<file path="src/rtl/etm_pkg.sv">
package etm_pkg;
  typedef enum logic [1:0] {
    CMP_EQ = 2'd0,
    CMP_NE = 2'd1,
    CMP_GT = 2'd2,
    CMP_LT = 2'd3
  } cmpOp_e;

  typedef enum logic [1:0] {
    SEL_PROF  = 2'd0,
    SEL_STATE = 2'd1,
    SEL_TRACE = 2'd2,
    SEL_STAT  = 2'd3
  } rdSel_e;

  typedef struct packed {
    logic active;    // measuring this cycle
    logic clearNow;  // clear pulse this cycle
    logic clrWrite;  // RAM clear sequencer writing
  } ctrlStrb_t;
endpackage

</file>
<file path="src/rtl/etm_ctrl.sv">
module etm_ctrl
  import etm_pkg::*;
#(
  parameter int STATE_W = 3
) (
  input  logic               clk,
  input  logic               rstN,
  input  logic               ctrlStart,
  input  logic               ctrlStop,
  input  logic               ctrlClear,
  output ctrlStrb_t          strb,
  output logic [STATE_W-1:0] clrIdx,
  output logic               running,
  output logic               busy
);
  localparam int STATES = 1 << STATE_W;
  localparam logic [STATE_W-1:0] LAST_IDX = STATE_W'(STATES - 1);

  always_ff @(posedge clk) begin
    if (!rstN) begin
      running <= 1'b0;
      busy    <= 1'b1;
      clrIdx  <= '0;
    end else begin
      if (ctrlStop)       running <= 1'b0;
      else if (ctrlStart) running <= 1'b1;

      if (ctrlClear) begin
        busy   <= 1'b1;
        clrIdx <= '0;
      end else if (busy) begin
        if (clrIdx == LAST_IDX) busy <= 1'b0;
        clrIdx <= clrIdx + 1'b1;
      end
    end
  end

  always_comb begin
    strb.active   = running && !busy && !ctrlClear;
    strb.clearNow = ctrlClear;
    strb.clrWrite = busy;
  end


  busy_hold_chk: assert property (@(posedge clk) disable iff (!rstN)
    busy && clrIdx != LAST_IDX && !ctrlClear |=> busy);

  busy_end_chk: assert property (@(posedge clk) disable iff (!rstN)
    busy && clrIdx == LAST_IDX && !ctrlClear |=> !busy);

  stop_wins_chk: assert property (@(posedge clk) disable iff (!rstN)
    ctrlStop |=> !running);
endmodule

</file>
<file path="src/rtl/etm_dp.sv">
module etm_dp
  import etm_pkg::*;
#(
  parameter int NUM_EVT  = 4,
  parameter int CNT_W    = 16,
  parameter int STATE_W  = 3,
  parameter int SIG_W    = 8,
  parameter int TS_W     = 16,
  parameter int TRACE_AW = 3,
  parameter int IDX_W    = 3,
  parameter int RESP_W   = TS_W + SIG_W
) (
  input  logic               clk,
  input  logic               rstN,
  input  ctrlStrb_t          strb,
  input  logic [STATE_W-1:0] clrIdx,
  input  logic [NUM_EVT-1:0] evtIn,
  input  logic [STATE_W-1:0] fsmState,
  input  logic [SIG_W-1:0]   watchSig,
  input  logic [SIG_W-1:0]   cfgRef,
  input  logic [1:0]         cfgOp,
  input  logic               cfgEdge,
  input  logic               cfgWrap,
  input  logic               reqValid,
  input  logic [1:0]         reqSel,
  input  logic [IDX_W-1:0]   reqIdx,
  output logic               overflow,
  output logic               respValid,
  output logic [RESP_W-1:0]  respData
);
  localparam int STATES = 1 << STATE_W;
  localparam int DEPTH  = 1 << TRACE_AW;
  localparam int EVT_AW = (NUM_EVT > 1) ? $clog2(NUM_EVT) : 1;
  localparam int TE_W   = TS_W + SIG_W;
  localparam logic [TRACE_AW:0] FULL_CNT = (TRACE_AW + 1)'(DEPTH);

  // ---------------- profile counters ----------------
  logic [CNT_W-1:0]   profCnt [NUM_EVT];
  logic [NUM_EVT-1:0] satFlag;

  for (genvar g = 0; g < NUM_EVT; g++) begin : g_prof
    always_ff @(posedge clk) begin
      if (!rstN || strb.clearNow) profCnt[g] <= '0;
      else if (strb.active && evtIn[g] && !(&profCnt[g])) profCnt[g] <= profCnt[g] + 1'b1;
    end
    assign satFlag[g] = &profCnt[g];


    prof_step_chk: assert property (@(posedge clk) disable iff (!rstN)
      !strb.clearNow && !(&profCnt[g]) |=>
        (profCnt[g] == $past(profCnt[g]) || profCnt[g] == $past(profCnt[g]) + 1'b1));

    prof_idle_chk: assert property (@(posedge clk) disable iff (!rstN)
      !strb.active && !strb.clearNow |=> $stable(profCnt[g]));

    prof_sat_chk: assert property (@(posedge clk) disable iff (!rstN)
      (&profCnt[g]) && !strb.clearNow |=> (&profCnt[g]));
  end

  // ---------------- cycle counter ----------------
  logic [TS_W-1:0] cycCnt;
  always_ff @(posedge clk) begin
    if (!rstN || strb.clearNow) cycCnt <= '0;
    else                        cycCnt <= cycCnt + 1'b1;
  end


  cyc_step_chk: assert property (@(posedge clk) disable iff (!rstN)
    !strb.clearNow |=> cycCnt == $past(cycCnt) + 1'b1);

  // ---------------- state residency RAM ----------------
  logic [CNT_W-1:0]   stMem [STATES];
  logic [CNT_W-1:0]   rmwRd, hostStRd, baseVal, incVal, lastData;
  logic [STATE_W-1:0] pAddr, lastAddr;
  logic               pValid, lastValid;

  always_comb begin
    baseVal = (lastValid && lastAddr == pAddr) ? lastData : rmwRd;
    incVal  = (&baseVal) ? baseVal : baseVal + 1'b1;
  end

  always_ff @(posedge clk) begin
    rmwRd    <= stMem[fsmState];
    hostStRd <= stMem[reqIdx[STATE_W-1:0]];
    if (strb.clrWrite)  stMem[clrIdx] <= '0;
    else if (pValid)    stMem[pAddr]  <= incVal;
  end

  always_ff @(posedge clk) begin
    if (!rstN) begin
      pValid    <= 1'b0;
      pAddr     <= '0;
      lastValid <= 1'b0;
      lastAddr  <= '0;
      lastData  <= '0;
    end else begin
      pValid    <= strb.active;
      pAddr     <= fsmState;
      lastValid <= pValid && !strb.clrWrite;
      lastAddr  <= pAddr;
      lastData  <= incVal;
    end
  end


  rmw_fwd_chk: assert property (@(posedge clk) disable iff (!rstN)
    pValid && lastValid && pAddr == lastAddr |->
      (incVal == lastData + 1'b1 || (&lastData)));

  // ---------------- trigger ----------------
  logic cmpHit, cmpPrev, fire, take;
  always_comb begin
    unique case (cmpOp_e'(cfgOp))
      CMP_EQ:  cmpHit = (watchSig == cfgRef);
      CMP_NE:  cmpHit = (watchSig != cfgRef);
      CMP_GT:  cmpHit = (watchSig >  cfgRef);
      default: cmpHit = (watchSig <  cfgRef);
    endcase
    fire = cfgEdge ? (cmpHit && !cmpPrev) : cmpHit;
    take = strb.active && fire;
  end

  always_ff @(posedge clk) begin
    if (!rstN) cmpPrev <= 1'b0;
    else       cmpPrev <= cmpHit;
  end


  edge_once_chk: assert property (@(posedge clk) disable iff (!rstN)
    cfgEdge && take |=> !(cfgEdge && take));

  // ---------------- trace buffer ----------------
  logic [TE_W-1:0]     trMem [DEPTH];
  logic [TE_W-1:0]     trRd;
  logic [TRACE_AW-1:0] wrPtr;
  logic [TRACE_AW:0]   trCnt;
  logic                full, trWr;

  assign full = (trCnt == FULL_CNT);
  assign trWr = take && (!full || cfgWrap);

  always_ff @(posedge clk) begin
    if (trWr) trMem[wrPtr] <= {cycCnt, watchSig};
    trRd <= trMem[reqIdx[TRACE_AW-1:0]];
  end

  always_ff @(posedge clk) begin
    if (!rstN || strb.clearNow) begin
      wrPtr    <= '0;
      trCnt    <= '0;
      overflow <= 1'b0;
    end else if (take) begin
      if (full && !cfgWrap) begin
        overflow <= 1'b1;
      end else begin
        wrPtr <= wrPtr + 1'b1;
        if (!full) trCnt <= trCnt + 1'b1;
      end
    end
  end


  trace_bound_chk: assert property (@(posedge clk) disable iff (!rstN)
    trCnt <= FULL_CNT);

  ovf_sticky_chk: assert property (@(posedge clk) disable iff (!rstN)
    overflow && !strb.clearNow |=> overflow);

  full_hold_chk: assert property (@(posedge clk) disable iff (!rstN)
    full && !cfgWrap && !strb.clearNow |=> $stable(wrPtr));

  // ---------------- readout ----------------
  logic [1:0]        rSel;
  logic [RESP_W-1:0] regWord, regPick;

  always_comb begin
    regPick = '0;
    if (rdSel_e'(reqSel) == SEL_PROF) begin
      if (32'(reqIdx) < NUM_EVT) regPick = RESP_W'(profCnt[reqIdx[EVT_AW-1:0]]);
    end else begin
      regPick = RESP_W'({satFlag, overflow, trCnt});
    end
  end

  always_ff @(posedge clk) begin
    if (!rstN) begin
      respValid <= 1'b0;
      rSel      <= '0;
      regWord   <= '0;
    end else begin
      respValid <= reqValid;
      rSel      <= reqSel;
      regWord   <= regPick;
    end
  end

  always_comb begin
    unique case (rdSel_e'(rSel))
      SEL_STATE: respData = RESP_W'(hostStRd);
      SEL_TRACE: respData = RESP_W'(trRd);
      default:   respData = regWord;
    endcase
  end


  resp_lat_chk: assert property (@(posedge clk) disable iff (!rstN)
    reqValid |=> respValid);

  resp_quiet_chk: assert property (@(posedge clk) disable iff (!rstN)
    !reqValid |=> !respValid);
endmodule

</file>
<file path="src/rtl/event_trace_monitor.sv">
module event_trace_monitor
  import etm_pkg::*;
#(
  parameter int NUM_EVT  = 4,
  parameter int CNT_W    = 16,
  parameter int STATE_W  = 3,
  parameter int SIG_W    = 8,
  parameter int TS_W     = 16,
  parameter int TRACE_AW = 3,
  localparam int EVT_AW  = (NUM_EVT > 1) ? $clog2(NUM_EVT) : 1,
  localparam int IDX_A   = (STATE_W > TRACE_AW) ? STATE_W : TRACE_AW,
  localparam int IDX_W   = (IDX_A > EVT_AW) ? IDX_A : EVT_AW,
  localparam int RESP_W  = TS_W + SIG_W
) (
  input  logic               clk,
  input  logic               rstN,
  input  logic [NUM_EVT-1:0] evtIn,
  input  logic [STATE_W-1:0] fsmState,
  input  logic [SIG_W-1:0]   watchSig,
  input  logic               ctrlStart,
  input  logic               ctrlStop,
  input  logic               ctrlClear,
  input  logic [SIG_W-1:0]   cfgRef,
  input  logic [1:0]         cfgOp,
  input  logic               cfgEdge,
  input  logic               cfgWrap,
  input  logic               reqValid,
  input  logic [1:0]         reqSel,
  input  logic [IDX_W-1:0]   reqIdx,
  output logic               running,
  output logic               busy,
  output logic               overflow,
  output logic               respValid,
  output logic [RESP_W-1:0]  respData
);
  ctrlStrb_t          strb;
  logic [STATE_W-1:0] clrIdx;

  etm_ctrl #(.STATE_W(STATE_W)) u_ctrl (
    .clk(clk), .rstN(rstN),
    .ctrlStart(ctrlStart), .ctrlStop(ctrlStop), .ctrlClear(ctrlClear),
    .strb(strb), .clrIdx(clrIdx), .running(running), .busy(busy)
  );

  etm_dp #(
    .NUM_EVT(NUM_EVT), .CNT_W(CNT_W), .STATE_W(STATE_W), .SIG_W(SIG_W),
    .TS_W(TS_W), .TRACE_AW(TRACE_AW), .IDX_W(IDX_W), .RESP_W(RESP_W)
  ) u_dp (
    .clk(clk), .rstN(rstN), .strb(strb), .clrIdx(clrIdx),
    .evtIn(evtIn), .fsmState(fsmState), .watchSig(watchSig),
    .cfgRef(cfgRef), .cfgOp(cfgOp), .cfgEdge(cfgEdge), .cfgWrap(cfgWrap),
    .reqValid(reqValid), .reqSel(reqSel), .reqIdx(reqIdx),
    .overflow(overflow), .respValid(respValid), .respData(respData)
  );
endmodule

</file>
<file path="config.mk">
export PLATFORM = sky130hd
export DESIGN_NAME = event_trace_monitor
export DESIGN_NICKNAME = d
export VERILOG_FILES = /design/src/rtl/etm_pkg.sv /design/src/rtl/etm_ctrl.sv /design/src/rtl/etm_dp.sv /design/src/rtl/event_trace_monitor.sv
export SDC_FILE = /design/constraint.sdc
export NUM_CORES = 1
export LEC_CHECK = 0
export BUFFER_PORTS_ARGS = -buffer_cell sky130_fd_sc_hd__buf_2
export CAP_MARGIN = 25
export CORE_ASPECT_RATIO = 2
export CORE_MARGIN = 2
export CORE_UTILIZATION = 56
export CTS_CLUSTER_SIZE = 16
export DETAILED_ROUTE_END_ITERATION = 10
export HOLD_SLACK_MARGIN = 0.12
export PLACE_DENSITY = 0.79
export SLEW_MARGIN = 20
export SYNTH_ARGS = -nofsm -noshare
export SYNTH_HDL_FRONTEND = slang
export SYNTH_SLANG_ARGS = --single-unit
export TNS_END_PERCENT = 1
</file>
<file path="constraint.sdc">
create_clock -name clk -period 4.9 [get_ports clk]
set_input_delay 0.98 -clock clk [delete_from_list [all_inputs] [get_ports clk]]
set_output_delay 0.98 -clock clk [all_outputs]
set_load 0.03 [all_outputs]
</file>
=== Word level (Yosys, flattened, before mapping) ===
Memory sizes are Yosys's and may differ from the RTL's. A register that Yosys moved wholly into a read port is not among the register bits.
Cells that the tools add are included.

* Word-level logic and storage cells: 129
* Output and inout bits: 28
* Register bits: 81
* Latch bits: 0
* Memories kept: 3
* Input port bits: 38
* ROM bits: 0
* Memory bits (writable): 384

{| class="wikitable"
|+ Memories
! name !! words !! bits a word !! rd ports !! clocked after memory_dff !! wr ports !! RTL line !! source
|-
| u_dp.trMem || 8 || 24 || 1 || 1 || 1 || etm_dp.sv:133 || <nowiki>logic [TE_W-1:0] trMem [DEPTH];</nowiki>
|-
| u_dp.stMem || 8 || 16 || 2 || 2 || 1 || etm_dp.sv:72 || <nowiki>logic [CNT_W-1:0] stMem [STATES];</nowiki>
|-
| u_dp.profCnt || 4 || 16 || 5 || 0 || 4 || etm_dp.sv:38 || <nowiki>logic [CNT_W-1:0] profCnt [NUM_EVT];</nowiki>
|}

* $add $sub $neg: 9
* $lt $le $gt $ge: 3
* Equality and inequality tests: 9
* Div/mod/pow operators: 0
* Shift-type cells: 0
* Multiply operators: 0
* Multiplexer cells: 37
* Bitwise gates (word level): 7
* Reduce and logical (&&, ||, !) cells: 43

{| class="wikitable"
|+ Operators by type and width
! operator !! count
|-
| $mux W16 || 7
|-
| $add A16 B1 Y16 const B || 6
|-
| $reduce_and A16 Y1 || 5
|-
| $pmux W24 S2 || 1
|-
| $mux W1 || 25
|-
| $mux W9 || 2
|-
| $logic_and A1 B1 Y1 || 16
|-
| $reduce_or A16 Y1 || 1
|-
| $logic_not A1 Y1 || 10
|-
| $eq A8 B8 Y1 || 1
|-
| $gt A8 B8 Y1 || 1
|-
| $lt A8 B8 Y1 || 1
|-
| $ne A8 B8 Y1 || 1
|-
| $add A3 B1 Y3 const B || 2
|-
| $reduce_and A2 Y1 || 3
|-
| $reduce_and A3 Y1 || 2
|-
| $add A4 B1 Y4 const B || 1
|-
| $eq A2 B1 Y1 const B || 2
|-
| $eq A2 B2 Y1 const B || 2
|-
| $eq A4 B4 Y1 const B || 1
|-
| $logic_not A2 Y1 || 2
|-
| $or A1 B1 Y1 || 4
|-
| $reduce_or A2 Y1 || 2
|-
| $eq A3 B3 Y1 || 1
|-
| other kinds (6) || 9
|}

=== Longest topological paths before layout ===
Gate-level depths: netlist of run 1.

* Depth in word-level cells: 9
* Mapped depth: 12
* Gate-level depth less buffers: 11

=== Hierarchy ===
A second synthesis of run 1 with hierarchy kept.

* Cell total of the unflattened synthesis: 1,438
* Area total of the unflattened synthesis: 21,911.0 µm²

{| class="wikitable"
|+ By module, submodules not included
! module !! instances !! area an instance (µm²) !! sequential area each (µm²) !! cells an instance
|-
| etm_dp || 1 || 21,678.3 || 14,013.4 || 1,416
|-
| etm_ctrl || 1 || 232.7 || 100.1 || 22
|}

=== Worst setup path after synthesis of run 1 ===
OpenSTA, ideal clock, no wires.

* Path kind: input to register
* Start point: input port cfgRef[7]
* End point: memory u_dp.trMem[0][0] (netlist bit), enable pin
* Stages: 8
* Setup slack: -0.251 ns
* Arrival: 4.685 ns
* Cells stage by stage: inv_1 ha_1 nand4_1 or4_1 nand3b_1 mux2_2 nand2_1 nor4_1

* Word-level cells in the longest chain between the ends: 8
* Elaborated cells on any way between the ends: 11

{| class="wikitable"
|+ Ends and longest elaborated chain
! element !! RTL line !! source
|-
| start, declared || event_trace_monitor.sv:23 || <nowiki>input logic [SIG_W-1:0] cfgRef,</nowiki>
|-
| $lt A8 B8 Y1 (tied with other cells) || etm_dp.sv:117 || <nowiki>default: cmpHit = (watchSig < cfgRef);</nowiki>
|-
| $pmux W1 S3 * || etm_dp.sv:113 || <nowiki>unique case (cmpOp_e'(cfgOp))</nowiki>
|-
| $logic_and A1 B1 Y1 || etm_dp.sv:119 || <nowiki>fire = cfgEdge ? (cmpHit && !cmpPrev) : cmpHit;</nowiki>
|-
| $mux W1 * || etm_dp.sv:119 ||
|-
| $logic_and A1 B1 Y1 * || etm_dp.sv:120 || <nowiki>take = strb.active && fire;</nowiki>
|-
| $logic_and A1 B1 Y1 * || etm_dp.sv:140 || <nowiki>assign trWr = take && (!full || cfgWrap);</nowiki>
|-
| $mux W1 * || etm_dp.sv:143 || <nowiki>if (trWr) trMem[wrPtr] <= {cycCnt, watchSig};</nowiki>
|-
| $mux W1 (not written as such) * || etm_dp.sv:143 ||
|-
| end, declared || etm_dp.sv:133 ||
|}

Every way passes the cells marked *; elsewhere a longest branch is shown, timed or not.

=== Worst setup path after layout of run 1 ===
* Start point: register u_dp.pAddr[2]
* End point: memory u_dp.stMem[3][14] (data pin)

* Word-level cells in the longest chain between the ends: 6
* Elaborated cells on any way between the ends: 7

{| class="wikitable"
|+ Ends and longest elaborated chain
! element !! RTL line !! source
|-
| start, declared || etm_dp.sv:74 || <nowiki>logic [STATE_W-1:0] pAddr, lastAddr;</nowiki>
|-
| start signal, assigned || etm_dp.sv:98 || <nowiki>pAddr <= fsmState;</nowiki>
|-
| $eq A3 B3 Y1 * || etm_dp.sv:78 || <nowiki>baseVal = (lastValid && lastAddr == pAddr) ? lastData : rmwRd;</nowiki>
|-
| $logic_and A1 B1 Y1 * || etm_dp.sv:78 ||
|-
| $mux W16 * || etm_dp.sv:78 ||
|-
| $add A16 B1 Y16 or $reduce_and A16 Y1 (tied branches) || etm_dp.sv:79 || <nowiki>incVal = (&baseVal) ? baseVal : baseVal + 1'b1;</nowiki>
|-
| $mux W16 * || etm_dp.sv:79 ||
|-
| $mux W16 (no source line) * || - ||
|-
| end, declared || etm_dp.sv:72 ||
|}

Marks and branches as above.

==> run metrics, run 1 <==
worst slew pin tran 0.958 ns; clock buffer depth 3; power per standard cell area 357 nW/um^2; VDD IR max 0.257 mV; Final setup viols 0; slowest cell on the critical path a211oi_1; Crit path arrival time 4.16 ns; largest net degree at the start of global routing 50; grt total ovfl 0; Initial Util 0.568; Final min period 3.91 ns; crit-path cells xnor2_1 -> and4_1 -> mux2i_1 -> inv_1 -> ha_1 -> nand2_1 -> nor3_2 -> nand3_1 -> and2_1 -> nor3b_1 -> a211oi_1; Die X 144 um; Fin. Hold Viols 0; Primary FF master, synth edfxtp_1; Fillers 2711; total power 8.72 mW; Final Max Tran Viols 0; Routed WL 51.8 mm; Final #Nets 1587; Worst Path Required 5.15 ns; # DRC 0; CP Launch Type flip-flop; # rows 102; cts hold-fix bufs 0; setup TNS 0 ns; Placer Congestion 0.974; die area 40900 sq um; Netlist cell types 51; fraction of registers with async set/reset 0; clk_lat worst skew 0.58 ns; WS Path Type flip-flop to flip-flop; Largest delay share family, worst path simple AND/OR/NAND/NOR gates; vias in the first global route 13500; Setup Skew 0.0358 ns; syn nets 1506; RSZ-0062 raised after global routing false; Top-Level Pins 66; setup bufs post-CTS 0; H-tree depth 2; Die H 284 um; antenna-violating nets left 0; antenna violations before repair 0; EDFF count, synth 384; relative slew slack 0.361; CTS tree done; Max FO, Critical Path 11; DP Wirelength 35.3 mm; post-synthesis cell area 22000 sq um; status completed; Pre-antenna DRT Iters 5; Buf+Inv Stages, Crit Path 1; YS warnings 0; placed insts 2004; sequential element share of the synthesized area 0.643; CTS buffer count 42; #FFs+latches synth 513; # clock sinks 513; routed len/inst 24.9 um; area grow syn2layout 11.3%; Lkg Pwr 8.02 nW; class of the worst hold path flip-flop to flip-flop; syn avg cell area 15.2 sq um; first-pass GRT wire length 79.2 mm; initial DRC count 1023; Total GRT Usage 0.261; synthesized instance count 1447; DR vias 12900; Max Cap Viol 0; clock slew seen by the registers of the worst setup and hold paths 0.07 ns; Vias/cell 6.18; layout cells sized above 1 0.243; Worst Setup End Kind flip-flop; input/output buffers 65; post-CTS sizing 0; fmax 256 MHz; Root Driver clkbuf_16; Critical Path Max Stage Delay 0.72 ns; total area of sequential cells 14100 sq um; # diodes 0; Core ar. 38700 sq um; area of the multi-input gates 7490 sq um; crit share post-route 0.798; final hold slack 0.517 ns; Post-Layout Cell Count 2082
[where the power goes]
group	leakage, nW	switching [mW]	internal [mW]	total, mW
logic	2.80	0.264	0.213	0.477
registers	4.53	0.0884	4.72	4.81
clock network	0.692	1.53	1.90	3.43
[per-layer routing]
layer / vias to the layer above / global-route usage / routed length, um
li1: 5689 / - / -
met3: 154 / 0.0299 / 2570
met4: 0 / 0.127 / 2700
met2: 511 / 0.487 / 29000
met5: - / 0 / 0
met1: 6516 / 0.289 / 17600
[cell families (layout without fill, tap and decap cells)]
logic type / Yosys count / in the layout / share of synthesized area
adder cells (fa/ha/maj): 21 / 21 / 0.0120
AND/OR/NAND/NOR: 416 / 416 / 0.0898
flip-flops: 513 / 513 / 0.643
buffers and inverters: 99 / 214 / 0.0180
multiplexers: 210 / 210 / 0.173
AO/OA/AOI/OAI: 104 / 104 / 0.0308
XOR/XNOR: 84 / 84 / 0.0335
[worst paths after layout]
kind / startpoint / end / slack [ns] / depth (start not counted)
worst min-delay path: u_dp.pAddr[0] / u_dp.lastAddr[0] / 0.52 / 1
worst min register to register: u_dp.pAddr[0] / u_dp.lastAddr[0] / 0.52 / 1
worst max-delay path: u_dp.pAddr[2] / u_dp.stMem[3][14] / 0.99 / 11
worst max register to register: u_dp.pAddr[2] / u_dp.stMem[3][14] / 0.99 / 11
[worst register-to-register path, cell delays in order, from the launching register on]
cell and delay, ns:
dfxtp_1 0.36, xnor2_1 0.25, and4_1 0.59, mux2i_1 0.15, inv_1 0.11, ha_1 0.32
nand2_1 0.13, nor3_2 0.42, nand3_1 0.19, and2_1 0.23, nor3b_1 0.15, a211oi_1 0.72
[area by class of cell]
class                           count  area share
Tap cell                          520      0.0266
Multi-Input combinational cell    835       0.306
Clock buffer                       62      0.0512
Clock inverter                     16     0.00650
Timing Repair Buffer              103      0.0269
Inverter                           33     0.00507
Sequential cell                   513       0.577
[flip-flops by register name (all words and copies together), names as in the netlist, 4 cells and up]
signal / cells
u_dp.cycCnt: 16
u_dp.hostStRd: 16
u_dp.trMem: 192
u_dp.stMem: 128
u_dp.profCnt: 64
u_dp.rmwRd: 16
u_dp.trRd: 24
u_dp.trCnt: 4
u_dp.lastData: 16
u_dp.regWord: 16
[metrics by stage]
step,utilization,cell area (sq um),setup WS (ns)
detailed placement,0.596,23000,0.806
global route,0.632,24400,0.686
CTS,0.632,24400,0.976
global placement,0.596,23000,0.965
finish,0.632,24400,0.988
floorplan,-,22000,0.297
[synthesized netlist by cell type, drive strengths merged, types with 8 or more instances]
| master | instances | area, sq um |
|---|---|---|
| a21oi | 13 | 65.1 |
| a22oi | 21 | 158 |
| and2 | 28 | 175 |
| and3 | 12 | 75.1 |
| and4 | 8 | 70.1 |
| buf | 21 | 103 |
| clkbuf | 45 | 169 |
| dfxtp | 129 | 2580 |
| edfxtp | 384 | 11500 |
| ha | 21 | 263 |
| inv | 33 | 124 |
| mux2 | 64 | 728 |
| mux2i | 18 | 193 |
| mux4 | 128 | 2880 |
| nand2 | 77 | 289 |
| nand3 | 57 | 285 |
| nand4 | 23 | 156 |
| nor2 | 158 | 593 |
| nor2b | 12 | 75.1 |
| nor3 | 20 | 110 |
| o21ai | 33 | 165 |
| xnor2 | 41 | 359 |
| xor2 | 43 | 377 |
[cell usage in the layout, fill, tap and decap left out, drive strengths merged, types with 28 or more instances in the layout]
cell and n:
and2 28, buf 103, clkbuf 62, dfxtp 129, edfxtp 384, inv 35, mux2 64, mux4 128
nand2 77, nand3 57, nor2 158, o21ai 33, xnor2 41, xor2 43
(Power assumes the default switching activity.)
==> run 2: changes to the inputs <==
Clock period 4.9 ns to 3.4 ns, I/O delays scaled along.
==> run 2 against run 1 <==
Utilization grew 1.2 points. Sequential power rose by 44%. Clock skew fell by 0.016 ns. Die area did not move. Via count increased by 1.6%. Flip-flop and latch count unchanged. Global-route usage rose by 0.45 points. Routed wire length is 2.0% higher. Final area rose by 1.9%. Combinational power increased by 46%. Largest cell class unchanged.
==> run metrics, run 2 (synthesis gave the netlist of run 1 again) <==
antenna-violating nets left 0 (unchanged); Clock Power Share 0.411 (+0.017); Worst Path Required 2.72 ns (-2.43 ns); post-CTS sizing 0 (unchanged); Worst Setup SP u_dp.rSel[0]; fmax 302 MHz; reg2reg path depth 13 (+2); CTS tree done; Final setup viols 0 (unchanged); Crit path arrival time 2.63 ns (-1.53 ns); Die H 284 um (unchanged); Lkg Pwr 8.23 nW (+2.7%); Setup WS pre-CTS 0.120 ns (-0.686 ns); # clock sinks 513 (unchanged); CP endpoint respData[2]; DP Wirelength 36.7 mm (+3.9%); Die X 144 um (unchanged); Largest regs u_dp.trMem x192, u_dp.stMem x128, u_dp.profCnt x64; final hold slack 0.262 ns (-0.255 ns); Max Cap Viol 0 (unchanged); Final min period 3.31 ns; Top-Level Pins 66 (unchanged); WP depth 5 (-6); Final Max Tran Viols 0 (unchanged); initial DRC count 1129 (+10%); power per standard cell area 521 nW/um^2 (+46%); Comb pwr share 0.054 (about the same); Vias/cell 6.21 (+0.39%); worst slew pin tran 0.922 ns (-0.0360 ns); Worst R2R End u_dp.stMem[4][14]; class of the worst hold path primary input to flip-flop; input/output buffers 65 (unchanged); register share of total power 0.535 (-0.017); Final #Nets 1610 (+1.4%); antenna violations before repair 2 (+2); Placer Congestion 0.953 (-2.2%); Routed WL 52.9 mm (+2.0%); Buf+Inv Stages, Crit Path 2 (+1); RSZ-0062 raised after global routing false; Sw Pwr 2.81 mW (+49%); DR vias 13100 (+1.6%); vias in the first global route 13800 (+2.1%); FF-to-FF Start u_dp.pAddr[2]; Max FO, Critical Path 17 (+6); first-pass GRT wire length 80.1 mm (+1.1%); most frequent cells in the layout edfxtp_1, nor2_1, dfxtp_1; crit share post-route 0.974; H-tree depth 2 (unchanged); relative slew slack 0.385 (+0.0240); total area of sequential cells 14100 sq um (unchanged); Fin. Hold Viols 0 (unchanged); Pre-antenna DRT Iters 6 (+1); crit-path cells inv_1 -> ha_1 -> a22oi_1 -> o21ai_0 -> buf_2; die area 40900 sq um (unchanged); setup bufs post-CTS 0 (unchanged); Pint 10.2 mW (+49%); # rows 102 (unchanged); Fillers 2618 (-3.4%); setup TNS 0 ns (unchanged); VDD IR max 0.400 mV (+56%); Total GRT Usage 0.266 (+0.00449); grt total ovfl 0 (unchanged); slowest cell on the critical path ha_1; sw frac 0.217 (+0.000469); most common cell after layout, fill and taps aside edfxtp_1; clock buffer depth 3 (unchanged); cts hold-fix bufs 0 (unchanged); Critical Path Max Stage Delay 0.62 ns (-0.10 ns); WS Path Type flip-flop to primary output; clk_lat worst skew 0.58 ns (about the same); max FFs per register 192 (unchanged); Post-Layout Cell Count 2107 (+1.2%); most flop-heavy register u_dp.trMem; Setup Skew 0.0202 ns (-0.0156 ns); # DRC 0 (unchanged); CP Launch Type flip-flop; Largest delay share family, worst path compound AO/OA/AOI/OAI gates; fin worst setup slack 0.0870 ns (-0.901 ns); placed insts 2025 (+1.0%); routed len/inst 25.1 um (+0.81%); Initial Util 0.568 (unchanged); R2R Setup Slk 0.20 ns (-0.79 ns); largest net degree at the start of global routing 41 (-18%); status completed; Core ar. 38700 sq um (unchanged); Root Driver clkbuf_16; clock slew seen by the registers of the worst setup and hold paths 0.07 ns (about the same); layout cells sized above 1 0.257 (+0.0146); Worst Setup End Kind primary output; CTS buffer count 44 (+4.8%); area of the multi-input gates 7520 sq um (+0.33%); area grow syn2layout 13.5%; final core utilization 0.644 (+0.0121)
[run 2: changes by cell type in the layout (fill, tap and decap cells not counted), sizes merged]
cell	previous run	this run
diode	0	1
buf	103	124
clkbuf	62	57
inv	35	36
clkinvlp	1	4
bufinv	2	6
[run 2: layout make-up]
cell class | instances | share of cell area
flip-flops and latches | 513 | 0.566
repair buffers | 124 | 0.0382
well taps | 520 | 0.0261
clock buffers | 57 | 0.0491
diodes | 1 | 0.000100
inverters | 33 | 0.00497
multi-input cells | 835 | 0.302
clock inverters | 24 | 0.0134
[run 2: worst min path at each step]
| stage | cells after the start | endpoint | slack [ns] | from |
|---|---|---|---|---|
| after floorplan | 1 | u_dp.lastAddr[0] | 0.48 | u_dp.pAddr[0] |
| after global placement | 1 | u_dp.lastAddr[0] | 0.49 | u_dp.pAddr[0] |
| after detailed placement | 1 | u_dp.lastAddr[0] | 0.50 | u_dp.pAddr[0] |
| after CTS | 2 | u_ctrl.running | 0.25 | ctrlStop |
| after global routing | 2 | u_ctrl.running | 0.25 | ctrlStop |
| final | 2 | u_ctrl.running | 0.26 | ctrlStop |
[run 2: per-stage QoR]
stage | power, mW | instance area, sq um
after floorplan | 7.50 | 22000
after global placement | 7.74 | 23400
after detailed placement | 7.77 | 23400
after CTS | 13.0 | 24900
after global routing | 13.3 | 24900
final | 13.0 | 24900
[run 2: per-layer routing]
metal,track usage,vias to the layer above,part of all wire
met4,0.169,2,0.072
met2,0.482,567,0.55
met5,0,-,0.00025
li1,-,5738,-
met1,0.285,6569,0.32
met3,0.0344,199,0.056
[run 2: power by group through the flow]
stage          registers [mW]  logic, mW  clock network (mW)
2_1_floorplan            7.02      0.481                   0
3_3_place_gp             7.06      0.681                   0
3_5_place_dp             7.07      0.696                   0
4_1_cts                  6.94      0.703                5.41
5_1_grt                  6.95      0.744                5.62
6_report                 6.94      0.698                5.34
